File: config.mk
export PLATFORM = sky130hd
export DESIGN_NAME = bus_cycle_seq
export DESIGN_NICKNAME = d
export VERILOG_FILES = /design/src/rtl/bcs_pkg.sv /design/src/rtl/bcs_fsm.sv /design/src/rtl/bcs_req_reg.sv /design/src/rtl/bcs_rdata_cap.sv /design/src/rtl/bcs_decode.sv /design/src/rtl/bus_cycle_seq.sv
export SDC_FILE = /design/constraint.sdc
export NUM_CORES = 1
export LEC_CHECK = 0
export ABC_CLOCK_PERIOD_IN_PS = 4750
export BUFFER_PORTS_ARGS = -buffer_cell sky130_fd_sc_hd__buf_4
export CAP_MARGIN = 20
export CORE_MARGIN = 3
export CORE_UTILIZATION = 45
export CTS_BUF_LIST = sky130_fd_sc_hd__clkbuf_2
export CTS_CLUSTER_SIZE = 8
export DETAILED_ROUTE_END_ITERATION = 8
export GPL_TIMING_DRIVEN = 0
export PLACE_DENSITY_LB_ADDON = 0.2
export SYNTH_ARGS = -nofsm -noshare
export SYNTH_HDL_FRONTEND = slang
export SYNTH_SLANG_ARGS = --single-unit
File: constraint.sdc
create_clock -name clk -period 4.75 [get_ports clk]
set_input_delay 0 -clock clk [delete_from_list [all_inputs] [get_ports clk]]
set_output_delay 0 -clock clk [all_outputs]
set_load 0.1 [all_outputs]
File: src/rtl/bcs_pkg.sv
package bcs_pkg;

  typedef enum logic [2:0] {
    TS_IDLE = 3'd0,
    TS_T1   = 3'd1,
    TS_T2   = 3'd2,
    TS_T3   = 3'd3,
    TS_TW   = 3'd4,
    TS_T4   = 3'd5,
    TS_HOLD = 3'd6
  } tstate_e;

  // state that owns the bus for a transfer (T1..T4)
  function automatic logic in_transfer(tstate_e s);
    return (s == TS_T1) || (s == TS_T2) || (s == TS_T3) ||
           (s == TS_TW) || (s == TS_T4);
  endfunction

  // strobe window: T2, T3 and wait states
  function automatic logic in_strobe(tstate_e s);
    return (s == TS_T2) || (s == TS_T3) || (s == TS_TW);
  endfunction

  // points where a new request or a hold may be taken
  function automatic logic at_boundary(tstate_e s);
    return (s == TS_IDLE) || (s == TS_T4);
  endfunction

  // states in which READY is looked at
  function automatic logic ready_window(tstate_e s);
    return (s == TS_T3) || (s == TS_TW);
  endfunction

endpackage

File: src/rtl/bcs_fsm.sv
module bcs_fsm
  import bcs_pkg::*;
(
  input  logic    clk,
  input  logic    rst_n,
  input  logic    req_valid,
  input  logic    hold,
  input  logic    ready,
  output tstate_e state,
  output logic    take,
  output logic    ready_hit,
  output logic    boundary
);

  tstate_e nxt;

  always_comb begin
    nxt       = state;
    take      = 1'b0;
    ready_hit = 1'b0;
    boundary  = at_boundary(state);
    unique case (state)
      TS_IDLE, TS_T4: begin
        if (hold) begin
          nxt = TS_HOLD;
        end else if (req_valid) begin
          take = 1'b1;
          nxt  = TS_T1;
        end else begin
          nxt = TS_IDLE;
        end
      end
      TS_T1: nxt = TS_T2;
      TS_T2: nxt = TS_T3;
      TS_T3, TS_TW: begin
        if (ready) begin
          ready_hit = 1'b1;
          nxt       = TS_T4;
        end else begin
          nxt = TS_TW;
        end
      end
      TS_HOLD: nxt = hold ? TS_HOLD : TS_IDLE;
      default: nxt = TS_IDLE;
    endcase
  end

  always_ff @(posedge clk or negedge rst_n) begin
    if (!rst_n) state <= TS_IDLE;
    else        state <= nxt;
  end

endmodule

File: src/rtl/bcs_req_reg.sv
module bcs_req_reg #(
  parameter int ADDR_W    = 20,
  parameter int IO_ADDR_W = 16,
  parameter int DATA_W    = 16
) (
  input  logic              clk,
  input  logic              rst_n,
  input  logic              take,
  input  logic              req_write,
  input  logic              req_io,
  input  logic [ADDR_W-1:0] req_addr,
  input  logic [DATA_W-1:0] req_wdata,
  output logic              cur_write,
  output logic              cur_io,
  output logic [ADDR_W-1:0] cur_addr,
  output logic [DATA_W-1:0] cur_wdata
);

  logic [ADDR_W-1:0] addr_eff;

  generate
    if (IO_ADDR_W < ADDR_W) begin : g_io_mask
      localparam int HI_W = ADDR_W - IO_ADDR_W;
      assign addr_eff = req_io ? {{HI_W{1'b0}}, req_addr[IO_ADDR_W-1:0]} : req_addr;
    end else begin : g_no_mask
      assign addr_eff = req_addr;
    end
  endgenerate

  always_ff @(posedge clk or negedge rst_n) begin
    if (!rst_n) begin
      cur_write <= 1'b0;
      cur_io    <= 1'b0;
      cur_addr  <= '0;
      cur_wdata <= '0;
    end else if (take) begin
      cur_write <= req_write;
      cur_io    <= req_io;
      cur_addr  <= addr_eff;
      cur_wdata <= req_wdata;
    end
  end

endmodule

File: src/rtl/bcs_rdata_cap.sv
module bcs_rdata_cap #(
  parameter int DATA_W = 16
) (
  input  logic              clk,
  input  logic              rst_n,
  input  logic              ready_hit,
  input  logic              is_write,
  input  logic [DATA_W-1:0] data_in,
  output logic [DATA_W-1:0] rdata
);

  always_ff @(posedge clk or negedge rst_n) begin
    if (!rst_n)                      rdata <= '0;
    else if (ready_hit && !is_write) rdata <= data_in;
  end

endmodule

File: src/rtl/bcs_decode.sv
module bcs_decode
  import bcs_pkg::*;
#(
  parameter int ADDR_W = 20,
  parameter int DATA_W = 16
) (
  input  tstate_e           state,
  input  logic              cur_write,
  input  logic              cur_io,
  input  logic [ADDR_W-1:0] cur_addr,
  input  logic [DATA_W-1:0] cur_wdata,
  output logic              ale,
  output logic [ADDR_W-1:0] addr_out,
  output logic              mem_sel,
  output logic              dt_tx,
  output logic              rd_strobe,
  output logic              wr_strobe,
  output logic              den,
  output logic              data_oe,
  output logic [DATA_W-1:0] data_out,
  output logic              rdata_valid,
  output logic              bus_oe,
  output logic              hlda
);

  logic act, win, wdrive;

  always_comb begin
    act    = in_transfer(state);
    win    = in_strobe(state);
    wdrive = cur_write && (win || state == TS_T4);

    ale         = (state == TS_T1);
    addr_out    = act ? cur_addr : '0;
    mem_sel     = act && !cur_io;
    dt_tx       = act && cur_write;
    rd_strobe   = win && !cur_write;
    wr_strobe   = win && cur_write;
    den         = win;
    data_oe     = wdrive;
    data_out    = wdrive ? cur_wdata : '0;
    rdata_valid = (state == TS_T4) && !cur_write;
    hlda        = (state == TS_HOLD);
    bus_oe      = (state != TS_HOLD);
  end

endmodule

File: src/rtl/bus_cycle_seq.sv
module bus_cycle_seq
  import bcs_pkg::*;
#(
  parameter int ADDR_W    = 20,
  parameter int IO_ADDR_W = 16,
  parameter int DATA_W    = 16
) (
  input  logic              clk,
  input  logic              rst_n,
  input  logic              req_valid,
  input  logic              req_write,
  input  logic              req_io,
  input  logic [ADDR_W-1:0] req_addr,
  input  logic [DATA_W-1:0] req_wdata,
  output logic              req_accept,
  input  logic              ready,
  input  logic              hold,
  input  logic [DATA_W-1:0] data_in,
  output logic [2:0]        tstate,
  output logic              ale,
  output logic [ADDR_W-1:0] addr_out,
  output logic              mem_sel,
  output logic              dt_tx,
  output logic              rd_strobe,
  output logic              wr_strobe,
  output logic              den,
  output logic [DATA_W-1:0] data_out,
  output logic              data_oe,
  output logic [DATA_W-1:0] rdata,
  output logic              rdata_valid,
  output logic              bus_oe,
  output logic              hlda
);

  tstate_e           state;
  logic              ev_ready_hit;
  logic              ev_boundary;
  logic              take;
  logic              cur_write, cur_io;
  logic [ADDR_W-1:0] cur_addr;
  logic [DATA_W-1:0] cur_wdata;

  bcs_fsm u_fsm (
    .clk       (clk),
    .rst_n     (rst_n),
    .req_valid (req_valid),
    .hold      (hold),
    .ready     (ready),
    .state     (state),
    .take      (take),
    .ready_hit (ev_ready_hit),
    .boundary  (ev_boundary)
  );

  bcs_req_reg #(.ADDR_W(ADDR_W), .IO_ADDR_W(IO_ADDR_W), .DATA_W(DATA_W)) u_req (
    .clk       (clk),
    .rst_n     (rst_n),
    .take      (take),
    .req_write (req_write),
    .req_io    (req_io),
    .req_addr  (req_addr),
    .req_wdata (req_wdata),
    .cur_write (cur_write),
    .cur_io    (cur_io),
    .cur_addr  (cur_addr),
    .cur_wdata (cur_wdata)
  );

  bcs_rdata_cap #(.DATA_W(DATA_W)) u_cap (
    .clk       (clk),
    .rst_n     (rst_n),
    .ready_hit (ev_ready_hit),
    .is_write  (cur_write),
    .data_in   (data_in),
    .rdata     (rdata)
  );

  bcs_decode #(.ADDR_W(ADDR_W), .DATA_W(DATA_W)) u_dec (
    .state       (state),
    .cur_write   (cur_write),
    .cur_io      (cur_io),
    .cur_addr    (cur_addr),
    .cur_wdata   (cur_wdata),
    .ale         (ale),
    .addr_out    (addr_out),
    .mem_sel     (mem_sel),
    .dt_tx       (dt_tx),
    .rd_strobe   (rd_strobe),
    .wr_strobe   (wr_strobe),
    .den         (den),
    .data_oe     (data_oe),
    .data_out    (data_out),
    .rdata_valid (rdata_valid),
    .bus_oe      (bus_oe),
    .hlda        (hlda)
  );

  assign req_accept = take;
  assign tstate     = state;

endmodule

* After elaboration in Yosys (flattened, before gate mapping)
Index checks and enable logic that the tools add are counted.
Operators by class: reduce and logical (&&, ||, !) cells 19, muxes and demuxes 13, eq/ne operators 7
Operator list (count):
- $mux 20 | 2
- $mux 16 | 1
- $pmux 3 s5 | 1
- $eq 3x3->1 const B | 3
- $logic_and 1x1->1 | 7
- $logic_or 1x1->1 | 7
- $mux 1 | 7
- $eq 3x2->1 const B | 2
- $mux 3 | 2
- $reduce_or 2->1 | 2
- $eq 3x1->1 const B | 1
- $logic_not 3->1 | 1
- $ne 3x3->1 const B | 1
- $logic_not 1->1 | 2
Storage, ports and cells: output and inout port bits 66, flip-flop bits (word level) 57, input bits 59, logic and storage cells 45

* Longest topological paths before layout
Gate-level depths: netlist of run 1.
word-level depth 6, gate-level depth with buffers 6, depth with buffers taken out 3

* Cells and area by module
A second synthesis of run 1 with hierarchy kept.
Second synthesis, totals: cells, all modules 208, area, all modules 2891.5 µm²
Modules (own cells, without submodules):
- bcs_req_reg | cells each 89, area an instance 1601.5 µm², sequential area each 950.9 µm², times used 1
- bcs_rdata_cap | cells each 35, area an instance 663.1 µm², sequential area each 400.4 µm², times used 1
- bcs_decode | cells each 58, area an instance 392.9 µm², sequential area each 0.0 µm², times used 1
- bcs_fsm | cells each 26, area an instance 234.0 µm², sequential area each 75.1 µm², times used 1

* Worst setup path before layout of run 1
No wires, ideal clock.
kind reg2out, start point register u_fsm.state[1], end point output port bus_oe, slack 0.165 ns, buffers on the path 1, cell stages (with the launch flop) 5, data required time 4.750 ns, arrival time 4.585 ns, cell sequence dfrtp_1 > buf_6 > inv_1 > nor3_1 > inv_1
Between the ends: word-level cells in the longest chain between the ends 1
Ends and longest elaborated chain:
- from (decl) | RTL line bcs_fsm.sv:9 | output tstate_e state,
- from (signal assigned) | RTL line bcs_fsm.sv:50 | else state <= nxt;
- $ne 3x3->1 | RTL line bcs_decode.sv:44 | bus_oe = (state != TS_HOLD);
- to (decl) | RTL line bus_cycle_seq.sv:31 | output logic bus_oe,
Every way passes these cells.

* Final worst setup path of run 1
start point register u_fsm.state[1], end point output port data_out[8]
Between the ends: word-level cells in the longest chain between the ends 6, elaborated cells on any way between the ends 9, those cells by class 4 x eq/ne; 1 x mux; 4 x reduce/logical
Ends and longest elaborated chain:
- $eq 3x2->1 | RTL line bcs_pkg.sv:21 | return (s == TS_T2) || (s == TS_T3) || (s == TS_TW);
- $logic_or 1x1->1 (2 in a row) | RTL line bcs_pkg.sv:21
- $logic_or 1x1->1 * | RTL line bcs_decode.sv:31 | wdrive = cur_write && (win || state == TS_T4);
- $logic_and 1x1->1 * | RTL line bcs_decode.sv:31
- $mux 16 * | RTL line bcs_decode.sv:41 | data_out = wdrive ? cur_wdata : '0;
- to (decl) | RTL line bus_cycle_seq.sv:27 | output logic [DATA_W-1:0] data_out,
Mark *: on every way between the ends. The rest lies on a longest branch, timed or not.

==> impl_results.md, run 1 <==
- Status: complete, no violations
- CTS Sinks: 57
- Final hold violation count: 0
- Commonest cells in the netlist: 57 x dfrtp_1, 44 x mux2_2, 22 x and2_1, 16 x and3_1, 10 x mux2_4
- Most common cell in the netlist: dfrtp_1
- Die ar.: 6810 µm²
- DR WL/cell: 14.8 µm
- GRT overflow: 0
- CP Cell Sequence: buf_6, xor2_1, clkbuf_1, and3_1, buf_4
- Post-synthesis sequential area ratio: between 50% and 60%
- Drt drc: 0
- Clock Latency Late Sink: 440 ps
- Setup-failing EPs final: 0
- Boundary pin count: 125
- CTS buffer count: 9
- Vias after detailed routing: 2212
- Initial antenna violation count: 0
- Mux cell area share after synthesis: 24.5%
- Post-synth EDFFs: 0
- Fraction of registers with async set/reset: 100%
- Startpoint types: flip-flop
- Largest family of logic cells by synthesized area: multiplexers
- Post-DP Area: 3650 µm²
- Worst slew pin tran: 716 ps
- Hpwl dp: 4.59 mm
- Compound-Gate Fraction of Synth Area: 1.76%
- Adder-cell share of the synthesized area: 0.380%
- Avg Cell Area, Syn: ~13 µm²
- Largest stage delay, worst path: 430 ps
- Final instance area: roughly 4300 µm²
- Mapped cell area: 2630 µm²
- First-pass DRT Iterations: 4
- RSZ-0062 raised after global routing: no
- H-tree depth: 3
- Post-Synth XOR/XNOR Area: less than 1%
- Dominant cell type by area after synthesis: dfrtp_1
- Core area: ~5600 µm²
- Synth-to-layout area growth: 64.3%
- Post-route clock period utilization: 48.2%
- Iter 0 DRT Violations: between 40 and 50
- Synth area leaders: dfrtp_1 54%, mux2_2 19%, mux2_4 5.7%
- Root Buffer: clkbuf_2
- Post-synthesis simple-gate area fraction: approximately 13%
- Routed Antenna Nets: 0
- Drt total wl: 6.92 mm
- Clock period minus final worst setup slack: 2290 ps
- Crit-path slowest cell: dfrtp_1
- Largest net degree at the start of global routing: between 50 and 60
- YS warnings: 0
- Number of setup buffers added after CTS: 0
- Worst-path maximum fanout: 10
- Distinct cell type count after synthesis: 28
- Final setup margin: 2460 ps
- Setup TNS: 0 ps
- Worst Setup End Kind: output port
- Max_slew headroom: a little over half
- CP Class: flip-flop to output port
- Die Y-Extent: 82.5 µm
- Port bufs: between 100 and 150
- Die W: 82.5 µm
- First-pass GRT wire length: 10.8 mm
- NumNets Final: about 450
- Max frequency: 437 MHz
- Initial core utilization: 47.3%
- Max Clock Skew: 9.43 ps
- Drt via density: 4.72
- Critical Path AT: between 2000 and 2500 ps
- Clk buf depth: 2
- Clock slew seen by the registers of the worst setup and hold paths: 140 ps
- TritonCTS clock tree: built
- WHS: 122 ps
- Worst slack, placed: 2990 ps
- Ratio of cells with drive above 1 in the final layout: between 50% and 60%
- Total track usage: between 20% and 30%
- CTS resizes: 0
- Vias in the first global route: 2269
- Maxcap violations: 0
- Antenna Cells: 0
- Predominant post-synthesis flop cell: dfrtp_1
- Max Slew Vio Count: 0
- Synthesized instance count: 200
- Synth Net Count: about 260
- RePlAce Congestion: around 0.76
- Worst EP required: 4750 ps
- Standard-cell rows: 27
- Yosys top cell area share: 54.2%
- FF+latch count, synth: 57
- Worst Hold Class: primary input to async pin
worst paths after layout:
path / startpoint / to / slack [ps] / depth (start not counted)
min in group clk: req_valid / u_fsm.state[0] / 170 / 4
worst max-delay path: u_fsm.state[1] / data_out[8] / 2460 / 5
worst min register to register: u_req.cur_addr[11] / u_req.cur_addr[11] / 510 / 1
max in group asynchronous: rst_n / u_cap.rdata[6] / 4130 / 2
worst min-delay path: rst_n / u_req.cur_wdata[0] / 120 / 2
worst max register to register: u_fsm.state[1] / u_cap.rdata[10] / 3010 / 6
timing repair:
| action | in CTS | in global routing |
|---|---|---|
| endpoints found under the setup margin | 0 | 0 |
| hold buffers | 57 | 0 |
| endpoints found under the hold margin | 114 | 0 |
metrics by stage:
step	util, %	instances
after detailed placement	65.6	396
after global placement	65.6	396
final	77.6	469
after global routing	77.6	469
after floorplan	-	200
after CTS	77.6	469
flip-flops by register name (all words and copies together), names as in the netlist:
signal and count:
u_cap.rdata 16, u_req.cur_addr 20, u_fsm.state 3, u_req.cur_io 1, u_req.cur_write 1, u_req.cur_wdata 16
placed cells by master (no fill, tap or decap), types with 2 or more instances in the layout:
master | synthesis | layout
and2_1 | 22 | 22
nor3_1 | 3 | 3
clkbuf_1 | 5 | 5
nor2_1 | 5 | 5
buf_2 | 4 | 4
dfrtp_1 | 57 | 57
clkbuf_2 | 0 | 11
mux2_4 | 10 | 10
clkinv_1 | 0 | 3
mux2_2 | 44 | 44
dlygate4sd3_1 | 0 | 57
and3_1 | 16 | 16
buf_6 | 4 | 4
nor2b_1 | 5 | 5
buf_4 | 0 | 124
inv_1 | 8 | 8
a211oi_1 | 2 | 2
per-layer routing:
layer	GRT usage, %	wire length, µm
met1	24.6	2730
met2	37.7	3650
met3	5.75	455
met4	9.15	88
met5	0	0
cell families after synthesis:
kind of cell | Yosys count
AO/OA/AOI/OAI | 6
XOR/XNOR | 2
adder cells (fa/ha/maj) | 1
buffers and inverters | 22
flip-flops | 57
multiplexers | 54
AND/OR/NAND/NOR | 58
layout make-up:
cell class,instances,area (µm²)
Buffer,14,104
Clock buffer,11,55.1
Clock inverter,5,46.3
Fill cell,358,1250
Inverter,8,30.0
Multi-Input combinational cell,121,1070
Sequential cell,57,1430
Tap cell,72,90.1
Timing Repair Buffer,181,1500
critical path, delay by kind of cell, from the launching register on:
family        cells  cell delay [ps]
buf+inv           3              770
xor+xnor          1              410
simple gates      1              220
flops             1              430
Power of run 1 is left out: the tool's default activity adds up to more than one toggle a clock period on the data nets, which glitch-free logic cannot reach.
==> run 2: changes to the inputs <==
--- a/config.mk
+++ b/config.mk
@@ -5,7 +5,8 @@
 export SDC_FILE = /design/constraint.sdc
 export NUM_CORES = 1
 export LEC_CHECK = 0
-export ABC_CLOCK_PERIOD_IN_PS = 4750
+export ABC_AREA = 1
+export ABC_CLOCK_PERIOD_IN_PS = 2200
 export BUFFER_PORTS_ARGS = -buffer_cell sky130_fd_sc_hd__buf_4
 export CAP_MARGIN = 20
 export CORE_MARGIN = 3
==> constraint.sdc (replaced) <==
create_clock -name clk -period 2.2 [get_ports clk]
set_input_delay 0 -clock clk [delete_from_list [all_inputs] [get_ports clk]]
set_output_delay 0 -clock clk [all_outputs]
set_load 0.1 [all_outputs]
==> impl_results.md, run 2 <==
- Largest stage delay, worst path: 540 ps (+110 ps)
- Critical R2R Launch: u_fsm.state[1]
- Clk buf depth: 2 (unchanged)
- Clock slew seen by the registers of the worst setup and hold paths: 150 ps (about the same)
- Yosys top cell area share: 52.0% (-2.2 points)
- Fraction of registers with async set/reset: 100% (unchanged)
- Iter 0 DRT Violations: 164 (+240%)
- First-pass DRT Iterations: 5 (+1)
- Startpoint types: flip-flop
- Clock period minus final worst setup slack: 2100 ps
- Hpwl dp: 5.59 mm (+22%)
- Mapped cell area: 2740 µm² (+4.2%)
- Max frequency: 476 MHz
- Routed Antenna Nets: 0 (unchanged)
- TritonCTS clock tree: built
- CTS buffer count: 9 (unchanged)
- CP Class: flip-flop to output port
- Max Clock Skew: 24.7 ps (+15.2 ps)
- Boundary pin count: 125 (unchanged)
- Antenna Cells: 0 (unchanged)
- GRT overflow: 0 (unchanged)
- CP Cell Sequence: o21ai_2, nand2_2, nand3_1, nand2_4, buf_12, nor2_2, buf_4
- Drt via density: 4.93 (+4.6%)
- Max_slew headroom: 50.9% (-1.3 points)
- H-tree depth: 3 (unchanged)
- Synth Net Count: 426 (+64%)
- Final hold violation count: 0 (unchanged)
- Die W: 84.1 µm (+1.9%)
- Largest net degree at the start of global routing: 58 (unchanged)
- CP startpoint: u_fsm.state[1]
- Worst EP required: 2200 ps (-2550 ps)
- Predominant post-synthesis flop cell: dfrtp_1
- YS warnings: 0 (unchanged)
- Worst Hold Class: primary input to async pin
- Critical Path AT: 2100 ps (-190 ps)
- Commonest cells in the netlist: 141 x nand2_1, 57 x dfrtp_1, 51 x inv_1, 44 x nand3_1, 26 x nor2_1
- Vias in the first global route: 3273 (+44%)
- Max Slew Vio Count: 0 (unchanged)
- Reg2reg setup slack: 150 ps (-2860 ps)
- WHS: 113 ps (-8.45 ps)
- Initial core utilization: 48.1% (+0.81 points)
- Die ar.: 7070 µm² (+3.9%)
- Setup-failing EPs final: 0 (unchanged)
- Port bufs: 123 (-0.81%)
- RSZ-0062 raised after global routing: yes
- Initial antenna violation count: 0 (unchanged)
- Commonest non-fill, non-tap cell in the layout: nand2_1
- Reg with most FFs: u_req.cur_addr
- Worst-case reg-to-reg path depth: 7 (+1)
- Most common cell in the netlist: nand2_1
- Worst slew pin tran: 736 ps (+20.1 ps)
- Most frequent cells in the layout: 137 x nand2_1, 96 x buf_4, 63 x dlygate4sd3_1, 54 x dfrtp_1, 50 x inv_1
- Die Y-Extent: 84.1 µm (+1.9%)
- Total track usage: 27.3% (+5.8 points)
- Synthesized instance count: 367 (+84%)
- Buffer and inverter count on the worst path: 2 (-1)
- Status: complete, no violations
- Core area: 5710 µm² (+2.4%)
- Root Buffer: clkbuf_2
- RePlAce Congestion: 0.774 (+2.3%)
- First-pass GRT wire length: 15.4 mm (+42%)
- Clock Latency Late Sink: 460 ps (+20 ps)
- CTS Sinks: 57 (unchanged)
- Worst Setup End Kind: output port
- FF+latch count, synth: 57 (unchanged)
- Drt drc: 0 (unchanged)
- Ratio of cells with drive above 1 in the final layout: 33.6% (-18 points)
- Avg Cell Area, Syn: 7.48 µm² (-43%)
- Dominant cell type by area after synthesis: dfrtp_1
- Standard-cell rows: 27 (unchanged)
- Worst-path maximum fanout: 7 (-3)
- Synth-to-layout area growth: 73.7%
- Drt total wl: 9.44 mm (+36%)
- NumNets Final: 624 (+38%)
- DR WL/cell: 14.7 µm (-0.23%)
- Crit-path leading delay family: flip-flops
- Max FFs per register: 20 (unchanged)
- Vias after detailed routing: 3162 (+43%)
- Crit-path slowest cell: dfrtp_4
- FILL cells: 353 (-1.4%)
- Post-synthesis sequential area ratio: 52.0% (-2.2 points)
- Distinct cell type count after synthesis: 17 (-39%)
- Post-route clock period utilization: 95.4%
- Top flop regs: u_req.cur_addr x20, u_cap.rdata x16, u_req.cur_wdata x16
- R2R Path End: u_cap.rdata[5]
- Maxcap violations: 0 (unchanged)
- Synth area leaders: dfrtp_1 52%, nand2_1 19%, nand3_1 8.0%
- Post-synth EDFFs: 0 (unchanged)
-- run 2: changes by cell type in the layout (fill, tap and decap cells not counted), sizes merged, moves of 16 or more --
cell   delta
nor2     +22
and2     -22
inv      +47
mux2     -54
nand4    +16
nand2   +142
and3     -16
nand3    +43
-- run 2: how the worst max path moves through the flow --
stage / cells past startpoint / end
2_1_floorplan: 6 / data_out[8]
3_3_place_gp: 8 / data_oe
3_5_place_dp: 8 / data_oe
4_1_cts: 7 / addr_out[13]
5_1_grt: 7 / data_out[2]
6_report: 7 / data_out[2]
-- run 2: final cells by class --
cell class                 count  area (µm²)  area share (%)
clock inverter                 1        3.75          0.0787
multi-input combinational    234        1130            23.6
timing repair buffer         187        1700            35.6
inverter                      56         214            4.49
tap                           72        90.1            1.89
sequential                    57        1440            30.2
clock buffer                  14        70.1            1.47
buffer                        20         125            2.62
-- run 2: routing by layer --
layer | vias up | wire length [µm] | share of wire [%] | global-route usage (%)
met5 | - | 0 | 0 | 0
met4 | 0 | 190 | 2.0 | 11.3
met3 | 20 | 604 | 6.4 | 6.52
met2 | 120 | 5060 | 54 | 48.1
met1 | 1503 | 3590 | 38 | 31.4
li1 | 1519 | - | - | -
-- run 2: cell families after synthesis --
logic type	share of synthesized area, %
compound gates	0.501
buf+inv	11.5
flops	52.0
simple gates	36.0
-- run 2: timing repair --
action | CTS | global route
pin swaps | 1 | 0
setup buffers | 1 | 0
endpoints found under the setup margin | 30 | 38
hold buffers | 63 | 0
gates resized for setup | 30 | 17
hold endpoints to repair | 113 | 0
-- run 2: through the flow --
| step | setup TNS, ps | instance area [µm²] | setup slack, ps | util, % | instances |
|---|---|---|---|---|---|
| finish | 0 | 4770 | 100 | 83.5 | 641 |
| global route | -35.5 | 4770 | -18.1 | 83.5 | 641 |
| CTS | 0 | 4700 | 7.44 | 82.3 | 641 |
| detailed placement | 0 | 3860 | 139 | 67.7 | 562 |
| global placement | 0 | 3860 | 169 | 67.7 | 562 |
| floorplan | -322 | 2850 | -118 | - | 367 |
Power of run 2 is left out for the same reason.
